`src/rtl/i2c_arb_pkg.sv`:
```
package i2c_arb_pkg;
  typedef enum logic [1:0] {
    K_START = 2'd0,
    K_BIT   = 2'd1,
    K_ACK   = 2'd2,
    K_STOP  = 2'd3
  } bit_kind_e;

  localparam logic [1:0] OP_START = 2'd0;
  localparam logic [1:0] OP_WRITE = 2'd1;
  localparam logic [1:0] OP_STOP  = 2'd2;
endpackage

```
`src/rtl/i2c_bus_watch.sv`:
```
module i2c_bus_watch (
  input  logic clk,
  input  logic rst,
  input  logic scl_s,
  input  logic sda_s,
  output logic busy
);
  logic scl_q, sda_q;
  logic start_det, stop_det;

  // start: data falls with clock high; stop: data rises with clock high
  assign start_det = scl_s && scl_q && sda_q && !sda_s;
  assign stop_det  = scl_s && scl_q && !sda_q && sda_s;

  always_ff @(posedge clk) begin
    if (rst) begin
      scl_q <= 1'b1;
      sda_q <= 1'b1;
      busy  <= 1'b0;
    end else begin
      scl_q <= scl_s;
      sda_q <= sda_s;
      if (start_det)     busy <= 1'b1;
      else if (stop_det) busy <= 1'b0;
    end
  end

  p_busy_on_start_r9: assert property (@(posedge clk) disable iff (rst)
    start_det |=> busy);
  p_idle_on_stop_r9: assert property (@(posedge clk) disable iff (rst)
    stop_det |=> !busy);
endmodule

```
`src/rtl/i2c_bit_eng.sv`:
```
module i2c_bit_eng
  import i2c_arb_pkg::*;
#(
  parameter int LOW_CYC  = 8,
  parameter int HIGH_CYC = 8
) (
  input  logic      clk,
  input  logic      rst,
  input  logic      go,
  input  bit_kind_e kind,
  input  logic      val,
  input  logic      scl_s,
  input  logic      sda_s,
  output logic      done,
  output logic      rx,
  output logic      lost,
  output logic      scl_oe,
  output logic      sda_oe
);
  localparam int TMAX = (LOW_CYC > HIGH_CYC) ? LOW_CYC : HIGH_CYC;
  localparam int CW   = $clog2(TMAX + 1);
  localparam logic [CW-1:0] LOW_END  = CW'(LOW_CYC - 1);
  localparam logic [CW-1:0] HIGH_END = CW'(HIGH_CYC - 1);
  localparam logic [CW-1:0] MID      = CW'(HIGH_CYC / 2);

  typedef enum logic [2:0] {S_IDLE, S_START, S_LOW, S_RISE, S_HIGH, S_FREE} st_e;
  st_e           st;
  logic [CW-1:0] cnt;
  bit_kind_e     kind_q;
  logic          val_q;
  logic          mismatch;

  assign mismatch = (kind_q == K_BIT) && val_q && !sda_s;

  always_ff @(posedge clk) begin
    if (rst) begin
      st     <= S_IDLE;
      cnt    <= '0;
      kind_q <= K_START;
      val_q  <= 1'b1;
      scl_oe <= 1'b0;
      sda_oe <= 1'b0;
      done   <= 1'b0;
      lost   <= 1'b0;
      rx     <= 1'b1;
    end else begin
      done <= 1'b0;
      lost <= 1'b0;
      case (st)
        S_IDLE: if (go) begin
          kind_q <= kind;
          val_q  <= val;
          cnt    <= '0;
          if (kind == K_START) begin
            sda_oe <= 1'b1;
            st     <= S_START;
          end else begin
            scl_oe <= 1'b1;
            sda_oe <= (kind == K_STOP) ? 1'b1 : !val;
            st     <= S_LOW;
          end
        end
        S_START: begin
          if (cnt == HIGH_END) begin
            scl_oe <= 1'b1;
            done   <= 1'b1;
            st     <= S_IDLE;
          end else cnt <= cnt + 1'b1;
        end
        S_LOW: begin
          if (cnt == LOW_END) begin
            scl_oe <= 1'b0;
            st     <= S_RISE;
          end else cnt <= cnt + 1'b1;
        end
        S_RISE: if (scl_s) begin
          cnt <= '0;
          st  <= S_HIGH;
        end
        S_HIGH: begin
          if (cnt == MID) rx <= sda_s;
          if (cnt == MID && mismatch) begin
            scl_oe <= 1'b0;
            sda_oe <= 1'b0;
            lost   <= 1'b1;
            done   <= 1'b1;
            st     <= S_IDLE;
          end else if (cnt == HIGH_END) begin
            if (kind_q == K_STOP) begin
              sda_oe <= 1'b0;
              cnt    <= '0;
              st     <= S_FREE;
            end else begin
              scl_oe <= 1'b1;
              done   <= 1'b1;
              st     <= S_IDLE;
            end
          end else cnt <= cnt + 1'b1;
        end
        S_FREE: begin
          if (cnt == HIGH_END) begin
            done <= 1'b1;
            st   <= S_IDLE;
          end else cnt <= cnt + 1'b1;
        end
        default: st <= S_IDLE;
      endcase
    end
  end

  // clock held low by a target: keep waiting and keep the driver off
  p_stretch_wait_r4: assert property (@(posedge clk) disable iff (rst)
    (st == S_RISE && !scl_s) |=> (st == S_RISE && !scl_oe));
  p_release_on_loss_r7: assert property (@(posedge clk) disable iff (rst)
    lost |-> (!scl_oe && !sda_oe));
  p_high_count_after_rise_r4: assert property (@(posedge clk) disable iff (rst)
    (st == S_HIGH && cnt == '0) |-> $past(scl_s));
endmodule

```
`src/rtl/i2c_arb_tx.sv`:
```
module i2c_arb_tx
  import i2c_arb_pkg::*;
#(
  parameter int LOW_CYC  = 8,
  parameter int HIGH_CYC = 8,
  parameter int DATA_W   = 8
) (
  input  logic              clk,
  input  logic              rst,
  input  logic              cmd_valid,
  input  logic [1:0]        cmd_op,
  input  logic [DATA_W-1:0] cmd_data,
  output logic              cmd_ready,
  input  logic              scl_i,
  input  logic              sda_i,
  output logic              scl_oe,
  output logic              sda_oe,
  output logic              done,
  output logic              nack,
  output logic              arb_lost,
  output logic              arb_lost_flag,
  output logic              bus_busy
);
  localparam int BW = (DATA_W > 1) ? $clog2(DATA_W) : 1;
  localparam logic [BW-1:0] LAST_BIT = BW'(DATA_W - 1);

  typedef enum logic [2:0] {T_IDLE, T_WAIT, T_START, T_DATA, T_ACK, T_STOP} top_e;
  top_e              st;
  logic              scl_s, sda_s;
  logic              go;
  bit_kind_e         kind;
  logic              val;
  logic [DATA_W-1:0] shreg;
  logic [BW-1:0]     bitn;
  logic              e_done, e_rx, e_lost;

  always_ff @(posedge clk) begin
    if (rst) begin
      scl_s <= 1'b1;
      sda_s <= 1'b1;
    end else begin
      scl_s <= scl_i;
      sda_s <= sda_i;
    end
  end

  i2c_bus_watch u_watch (
    .clk(clk), .rst(rst), .scl_s(scl_s), .sda_s(sda_s), .busy(bus_busy)
  );

  i2c_bit_eng #(.LOW_CYC(LOW_CYC), .HIGH_CYC(HIGH_CYC)) u_eng (
    .clk(clk), .rst(rst), .go(go), .kind(kind), .val(val),
    .scl_s(scl_s), .sda_s(sda_s), .done(e_done), .rx(e_rx), .lost(e_lost),
    .scl_oe(scl_oe), .sda_oe(sda_oe)
  );

  assign cmd_ready = (st == T_IDLE);

  always_ff @(posedge clk) begin
    if (rst) begin
      st            <= T_IDLE;
      go            <= 1'b0;
      kind          <= K_START;
      val           <= 1'b1;
      shreg         <= '0;
      bitn          <= '0;
      done          <= 1'b0;
      nack          <= 1'b0;
      arb_lost      <= 1'b0;
      arb_lost_flag <= 1'b0;
    end else begin
      go       <= 1'b0;
      done     <= 1'b0;
      arb_lost <= e_lost;
      if (e_lost) arb_lost_flag <= 1'b1;
      case (st)
        T_IDLE: if (cmd_valid) begin
          arb_lost_flag <= 1'b0;
          nack          <= 1'b0;
          case (cmd_op)
            OP_START: st <= T_WAIT;
            OP_WRITE: begin
              go    <= 1'b1;
              kind  <= K_BIT;
              val   <= cmd_data[DATA_W-1];
              shreg <= cmd_data << 1;
              bitn  <= '0;
              st    <= T_DATA;
            end
            OP_STOP: begin
              go   <= 1'b1;
              kind <= K_STOP;
              st   <= T_STOP;
            end
            default: st <= T_IDLE;
          endcase
        end
        T_WAIT: if (!bus_busy) begin
          go   <= 1'b1;
          kind <= K_START;
          st   <= T_START;
        end
        T_START: if (e_done) begin
          done <= 1'b1;
          st   <= T_IDLE;
        end
        T_DATA: if (e_done) begin
          if (e_lost) begin
            done <= 1'b1;
            st   <= T_IDLE;
          end else if (bitn == LAST_BIT) begin
            go   <= 1'b1;
            kind <= K_ACK;
            val  <= 1'b1;
            st   <= T_ACK;
          end else begin
            bitn  <= bitn + 1'b1;
            go    <= 1'b1;
            kind  <= K_BIT;
            val   <= shreg[DATA_W-1];
            shreg <= shreg << 1;
          end
        end
        T_ACK: if (e_done) begin
          if (e_rx) begin
            nack <= 1'b1;
            go   <= 1'b1;
            kind <= K_STOP;
            st   <= T_STOP;
          end else begin
            done <= 1'b1;
            st   <= T_IDLE;
          end
        end
        T_STOP: if (e_done) begin
          done <= 1'b1;
          st   <= T_IDLE;
        end
        default: st <= T_IDLE;
      endcase
    end
  end

  p_quiet_while_busy_r2: assert property (@(posedge clk) disable iff (rst)
    (st == T_WAIT && bus_busy) |=> (!scl_oe && !sda_oe));
  p_done_single_r11: assert property (@(posedge clk) disable iff (rst)
    done |=> !done);
  p_busy_after_accept_r11: assert property (@(posedge clk) disable iff (rst)
    (cmd_valid && cmd_ready) |=> !cmd_ready);
  p_loss_pulse_r7: assert property (@(posedge clk) disable iff (rst)
    arb_lost |=> !arb_lost);
  p_loss_flag_r7: assert property (@(posedge clk) disable iff (rst)
    arb_lost |-> arb_lost_flag);
endmodule

```
`config.mk`:
```
export PLATFORM = sky130hd
export DESIGN_NAME = i2c_arb_tx
export DESIGN_NICKNAME = d
export VERILOG_FILES = /design/src/rtl/i2c_arb_pkg.sv /design/src/rtl/i2c_bus_watch.sv /design/src/rtl/i2c_bit_eng.sv /design/src/rtl/i2c_arb_tx.sv
export SDC_FILE = /design/constraint.sdc
export NUM_CORES = 1
export LEC_CHECK = 0
export ABC_CLOCK_PERIOD_IN_PS = 2300
export BUFFER_PORTS_ARGS = -buffer_cell sky130_fd_sc_hd__buf_2
export CAP_MARGIN = 30
export CORE_UTILIZATION = 30
export DETAILED_ROUTE_END_ITERATION = 10
export PLACE_DENSITY = 0.45
export RECOVER_POWER = 100
export SYNTH_ARGS = -nofsm -noshare
export SYNTH_HDL_FRONTEND = slang
export SYNTH_SLANG_ARGS = --single-unit
```
`constraint.sdc`:
```
create_clock -name clk -period 2.3 [get_ports clk]
set_input_delay 0.23 -clock clk [delete_from_list [all_inputs] [get_ports clk]]
set_output_delay 0.23 -clock clk [all_outputs]
set_load 0.05 [all_outputs]
```
### Word level (Yosys, flattened, before mapping)

Index checks and enable logic that the tools add are counted.

| cells by class | value |
|---|---|
| muxes and demuxes | 97 |
| bitwise gates (word level) | 1 |
| reduce and logical (&&, ||, !) cells | 38 |
| equal/unequal tests | 41 |
| add/sub/neg operators | 2 |

Operators by type and width:

| kind | count |
|---|---|
| $mux 3 | 20 |
| $mux 1 | 43 |
| $mux 8 | 5 |
| $pmux 3 s5 | 2 |
| $mux 4 | 6 |
| $ne 2x2->1 const B | 9 |
| $reduce_and 6->1 | 3 |
| $mux 2 | 8 |
| $ne 2x1->1 const B | 8 |
| $pmux 4 s4 | 1 |
| $pmux 8 s2 | 1 |
| $eq 3x3->1 const B | 5 |
| $eq 3x2->1 const B | 4 |
| $reduce_bool 4->1 | 3 |
| $reduce_and 5->1 | 2 |
| $ne 3x1->1 const B | 3 |
| $pmux 3 s3 | 1 |
| $eq 4x3->1 const B | 2 |
| $logic_and 1x1->1 | 8 |
| $pmux 1 s2 | 4 |
| $pmux 1 s4 | 2 |
| $pmux 2 s4 | 1 |
| $reduce_and 4->1 | 2 |
| $reduce_and 8->1 | 1 |
| other kinds (19) | 35 |

| word-level totals | value |
|---|---|
| logic and storage cells | 203 |
| output and inout port bits | 8 |
| input bits | 15 |
| register bits after elaboration | 42 |

### Longest topological paths before layout

| logic depth | value |
|---|---|
| depth after elaboration | 6 |
| depth in mapped cells | 7 |
| depth with buffers taken out | 7 |

### Modules after synthesis

From an unflattened synthesis, not the netlist that was laid out.

| second synthesis, totals | value |
|---|---|
| cell total of the unflattened synthesis | 270 |
| area, all modules | 2318.5 um^2 |

Modules (own cells, without submodules):

| module | seq. area each (um^2) | times used | area an instance (um^2) | cells each |
|---|---|---|---|---|
| i2c_arb_tx | 460.4 | 1 | 1253.7 | 143 |
| i2c_bit_eng | 300.3 | 1 | 964.7 | 117 |
| i2c_bus_watch | 60.1 | 1 | 100.1 | 10 |

### Least setup slack after synthesis

Ideal clock, no wire load.

| timing | value |
|---|---|
| path kind | flip-flop to flip-flop |
| from | register st[2] |
| to | register arb_lost_flag |
| period minus slack after synthesis | 2137 ps |
| library setup time | 182 ps |
| data required time | 2118 ps |
| path buffers | 2 |
| cell stages (with the launch flop) | 5 |
| path slack | 163 ps |
| arrival time | 1955 ps |
| cells stage by stage | dfxtp_1 -> buf_2 -> clkbuf_1 -> nor3_1 -> a211oi_1 |

| on the way | value |
|---|---|
| cells in the longest elaborated chain, start to end | 2 |

Ends and longest elaborated chain:

| element | line | RTL |
|---|---|---|
| from (decl) | i2c_arb_tx.sv:28 | `top_e st;` |
| from (signal assigned) | i2c_arb_tx.sv:61 | `st <= T_IDLE;` |
| from (signal assigned) | i2c_arb_tx.sv:81 | `OP_START: st <= T_WAIT;` |
| from (signal assigned) | i2c_arb_tx.sv:88 | `st <= T_DATA;` |
| $logic_not 3->1 | n/a |  |
| net cmd_ready | i2c_arb_tx.sv:13 | `output logic cmd_ready,` |
| $mux 1 | i2c_arb_tx.sv:76 | `case (st)` |
| to (signal assigned) | i2c_arb_tx.sv:70 | `arb_lost_flag <= 1'b0;` |
| to (signal assigned) | i2c_arb_tx.sv:75 | `if (e_lost) arb_lost_flag <= 1'b1;` |
| to (signal assigned) | i2c_arb_tx.sv:78 | `arb_lost_flag <= 1'b0;` |
| to (decl) | i2c_arb_tx.sv:21 | `output logic arb_lost_flag,` |

The timed path passes the listed nets, and every way through them passes these cells.
A chain may end at the register's enable or synchronous reset.

### Worst setup path after layout

| timing | value |
|---|---|
| from | register u_eng.cnt[0] |
| to | register u_eng.cnt[1] |

| on the way | value |
|---|---|
| cells in the longest elaborated chain, start to end | 4 |
| elaborated cells on any way between the ends | 12 |
| those cells by class | add/sub: 1; eq/ne: 5; mux: 4; reduce/logical: 2 |

Ends and longest elaborated chain:

| element | line | RTL |
|---|---|---|
| from (decl) | i2c_bit_eng.sv:28 | `logic [CW-1:0] cnt;` |
| from (signal assigned) | i2c_bit_eng.sv:68 | `end else cnt <= cnt + 1'b1;` |
| from (signal assigned) | i2c_bit_eng.sv:74 | `end else cnt <= cnt + 1'b1;` |
| from (signal assigned) | i2c_bit_eng.sv:98 | `end else cnt <= cnt + 1'b1;` |
| $add 4x1->4, or another cell as far along | n/a |  |
| $mux 4 or $logic_and 1x1->1 (tied branches) | i2c_bit_eng.sv:88, i2c_bit_eng.sv:82 |  |
| $mux 4 or $ne 2x2->1 (tied branches) | n/a |  |
| $pmux 4 s4 or $reduce_and 6->1 (tied branches) | n/a |  |

Parallel ways exist; a longest one is shown, timed or not. The select of a mux whose other input is x is not followed.

==> Implementation_results.wiki <==
{| class="wikitable"
! Metric !! Value
|-
| Result of the run || finished, final reports clean
|-
| Count of final hold-check violations || 0
|-
| Port Buf Inserts || 22
|-
| Site Rows || 31
|-
| Worst endpoint required time || between 2 and 2.5 ns
|-
| Synth Area per Inst || 8.57 µm²
|-
| Average wire per cell in the routed design || 13.0 µm
|-
| DR vias || just under 2000
|-
| X dimension of the die || 89.7 µm
|-
| Final WS setup || 0.293 ns
|-
| Die height || between 80 and 90 µm
|-
| Number of distinct library cells after synthesis || slightly below 60
|-
| Effective utilization at floorplan || between 30% and 40%
|-
| CP startpoint kind || register
|-
| Clock-pin transition on the worst setup and hold timing paths || approximately 0.070 ns
|-
| Post-cts repair resize count || 0
|-
| Weighted congestion reported at the end of routability-driven placement || 0.822
|-
| Die footprint || between 8000 and 9000 µm²
|-
| Most numerous cell types in the synthesized netlist || 41 x sky130_fd_sc_hd__dfxtp_1, 34 x sky130_fd_sc_hd__nor2_1, 24 x sky130_fd_sc_hd__nand2_1, 23 x sky130_fd_sc_hd__a21oi_1, 14 x sky130_fd_sc_hd__mux2i_1
|-
| Remaining Overflow, GRT || 0
|-
| M1 WL || 2.78 mm
|-
| Hold slack final || 0.128 ns
|-
| RSZ-0062 raised after global routing || false
|-
| Flip-flop cell with the highest count after synthesis || sky130_fd_sc_hd__dfxtp_1
|-
| Number of sinks on the clock net || 41
|-
| Count of inserted antenna diode cells || 0
|-
| Clock tree from TritonCTS || built
|-
| Arrival time of the worst setup path || 2.14 ns
|-
| Area Overhead vs Synth || 12.4%
|-
| Via density || 4.89
|-
| Clock root buffer master || sky130_fd_sc_hd__clkbuf_8
|-
| Post-synth net total || slightly below 300
|-
| Number of flops mapped to enable cells by yosys || 0
|-
| Most area-hungry cell type in the Yosys netlist || sky130_fd_sc_hd__dfxtp_1
|-
| Dominant delay contributor by cell family on the critical path || simple AND/OR/NAND/NOR gates
|-
| Largest stage delay, worst path || around 0.45 ns
|-
| Shortest clock period the worst path allows after layout || 2.01 ns
|-
| Leakage || roughly 1.0 nW
|-
| Length of the first detailed-routing pass in iterations || 4
|-
| Largest buffer count on any clock path || 2
|-
| Pins Over Slew Limit || 0
|-
| Count of mapped cells out of synthesis || roughly 270
|-
| Hold buffers post-CTS || 0
|-
| Wire length of the first global-routing pass || 8.60 mm
|-
| Total core area || 7330 µm²
|-
| Endpoint class of the critical path || register
|-
| Vias in the first global route || around 1800
|-
| Worst Path Max Fanout || 5
|-
| PwrDens || roughly 1000 nW/µm²
|-
| Final TNS setup || 0 ns
|-
| Async SR Flop Fraction || 0%
|-
| Type of the worst setup path || register to register
|-
| Most frequent cell after synthesis || sky130_fd_sc_hd__dfxtp_1
|-
| Max Cap Viol || 0
|-
| Count of endpoints failing setup in the final report || 0
|-
| Total Nets Final || 318
|-
| Detail Route met2 WL || 2.13 mm
|-
| Tightest Pin Transition || 0.943 ns
|-
| Detailed router's first-iteration violation count || 108
|-
| Uppermost layer routed || met4
|-
| Number of buffers added by the clock tree synthesis step || 5
|-
| Synth top area cells || sky130_fd_sc_hd__dfxtp_1 36%, sky130_fd_sc_hd__mux2i_1 6.1%, sky130_fd_sc_hd__nor2_1 5.5%
|-
| Final routed DRC violation total || 0
|-
| H-tree Lvls || 2
|-
| Antenna violations before repair || 0
|-
| Post-detailed-route count of antenna-violating nets || 0
|-
| Highest clock rate || 498 MHz
|-
| Share of Yosys cell area claimed by the top area cell type || 35.6%
|-
| Sum of buffers and inverters on the critical path || 1
|-
| Clock latency on the worst-skew pair || 0.28 ns
|-
| Setup slack at placement || 0.312 ns
|-
| Total Routed Length || slightly above 5 mm
|-
| Share of cells above drive strength 1 || 15.2%
|-
| Cell Chain, Critical Path || inv_1 -> ha_1 -> and3b_1 -> and3_1 -> nor4_4 -> mux2i_1 -> nor2_1
|-
| Final HPWL DP || 3.76 mm
|-
| Boundary pin count || 23
|-
| Count of state elements after synthesis || 41
|-
| Critical Path Slowest Stage Cell || sky130_fd_sc_hd__nor4_4
|-
| Maximum clock skew at final layout || 0.00502 ns
|-
| Share of synthesized area occupied by flip-flops and latches || 35.6%
|-
| GRT Total Usage || 13.9%
|-
| Headroom to the max-slew limit || a little under two fifths
|-
| Netlist area before placement || 2300 µm²
|-
| Ratio of final minimum period to clock period || a little under 90%
|-
| Post-CTS repair timing setup buffer count || 0
|-
| Yosys synthesis warning count || 0
|-
| Pin count of the biggest net entering global routing || 21
|-
| Class of the most critical hold timing path || primary input to register
|-
| Met3 WL post-DR || 166 µm
|-
| Highest ir drop seen on vdd || between 0.3 and 0.4 mV
|}
## path summary, 6_finish.rpt
check / start / endpoint / slack [ns] / cells after the start
setup reg to reg: u_eng.cnt[0] / u_eng.cnt[1] / 0.29 / 7
hold reg to reg: shreg[1] / shreg[1] / 0.45 / 2
setup / recovery: u_eng.cnt[0] / u_eng.cnt[1] / 0.29 / 7
hold / removal: sda_i / sda_s / 0.13 / 2
## power by group
part / internal [mW] / total (mW) / switching, mW / leakage, nW
combinational: 0.543 / 1.29 / 0.745 / 0.644
clock: 0.216 / 0.449 / 0.233 / 0.0395
sequential: 0.817 / 0.970 / 0.153 / 0.334
## worst reg2reg max path, cell delays in order, from the launching register on
cell	delay [ns]
sky130_fd_sc_hd__dfxtp_1	0.40
sky130_fd_sc_hd__inv_1	0.06
sky130_fd_sc_hd__ha_1	0.18
sky130_fd_sc_hd__and3b_1	0.22
sky130_fd_sc_hd__and3_1	0.25
sky130_fd_sc_hd__nor4_4	0.45
sky130_fd_sc_hd__mux2i_1	0.24
sky130_fd_sc_hd__nor2_1	0.06
## flip-flops by register name (all words and copies together) (netlist names), 2 cells and up
register,flops
kind,2
shreg,7
bitn,3
st,3
u_eng.kind_q,2
u_eng.st,3
u_eng.cnt,4
## metal layers
metal	vias to the layer above	track usage, %
li1	1018	-
met1	873	20.1
met2	35	21.1
met3	6	2.74
met4	0	3.75
met5	-	0
## cells by family (layout without fill, tap and decap cells)
group	after synthesis	after routing	synth area share, %
buf+inv	25	52	4.72
mux	20	20	9.01
fa+ha+maj	8	8	4.34
simple gates	109	109	24.9
compound gates	63	63	20.3
flops	41	41	35.6
xor+xnor	3	3	1.14
## cells in the final DEF (no fill, tap or decap), types with 3 or more instances in the layout
cell type / instances
sky130_fd_sc_hd__o21ai_0: 5
sky130_fd_sc_hd__inv_1: 10
sky130_fd_sc_hd__or4_1: 3
sky130_fd_sc_hd__or3_1: 3
sky130_fd_sc_hd__or2_2: 6
sky130_fd_sc_hd__nor3_1: 7
sky130_fd_sc_hd__mux2i_1: 14
sky130_fd_sc_hd__dfxtp_1: 41
sky130_fd_sc_hd__nand3b_1: 4
sky130_fd_sc_hd__and3_1: 3
sky130_fd_sc_hd__mux2_2: 6
sky130_fd_sc_hd__nor2_1: 34
sky130_fd_sc_hd__buf_4: 6
sky130_fd_sc_hd__buf_2: 13
sky130_fd_sc_hd__a21oi_1: 23
sky130_fd_sc_hd__ha_1: 8
sky130_fd_sc_hd__nor2b_1: 7
sky130_fd_sc_hd__nand2b_1: 4
sky130_fd_sc_hd__clkbuf_1: 18
sky130_fd_sc_hd__a211oi_1: 4
sky130_fd_sc_hd__o211ai_1: 3
sky130_fd_sc_hd__nand2_1: 24
sky130_fd_sc_hd__clkbuf_8: 5
## through the flow
stage | instance area [µm²] | power [mW] | instances | util (%)
final | 2590 | 2.71 | 395 | 35.3
after global routing | 2590 | 2.94 | 395 | 35.3
after CTS | 2640 | 2.81 | 395 | 36.0
after detailed placement | 2560 | 2.34 | 387 | 34.9
after global placement | 2560 | 2.36 | 387 | 34.9
after floorplan | 2300 | 2.01 | 269 | -
## layout make-up
| type | instances | area [µm²] |
|---|---|---|
| Inverter | 10 | 37.5 |
| Sequential cell | 41 | 821 |
| Clock buffer | 8 | 80.1 |
| Multi-Input combinational cell | 203 | 1360 |
| Timing Repair Buffer | 34 | 166 |
| Fill cell | 804 | 4740 |
| Tap cell | 99 | 124 |
Note: power is estimated with default switching activity, not from simulation.
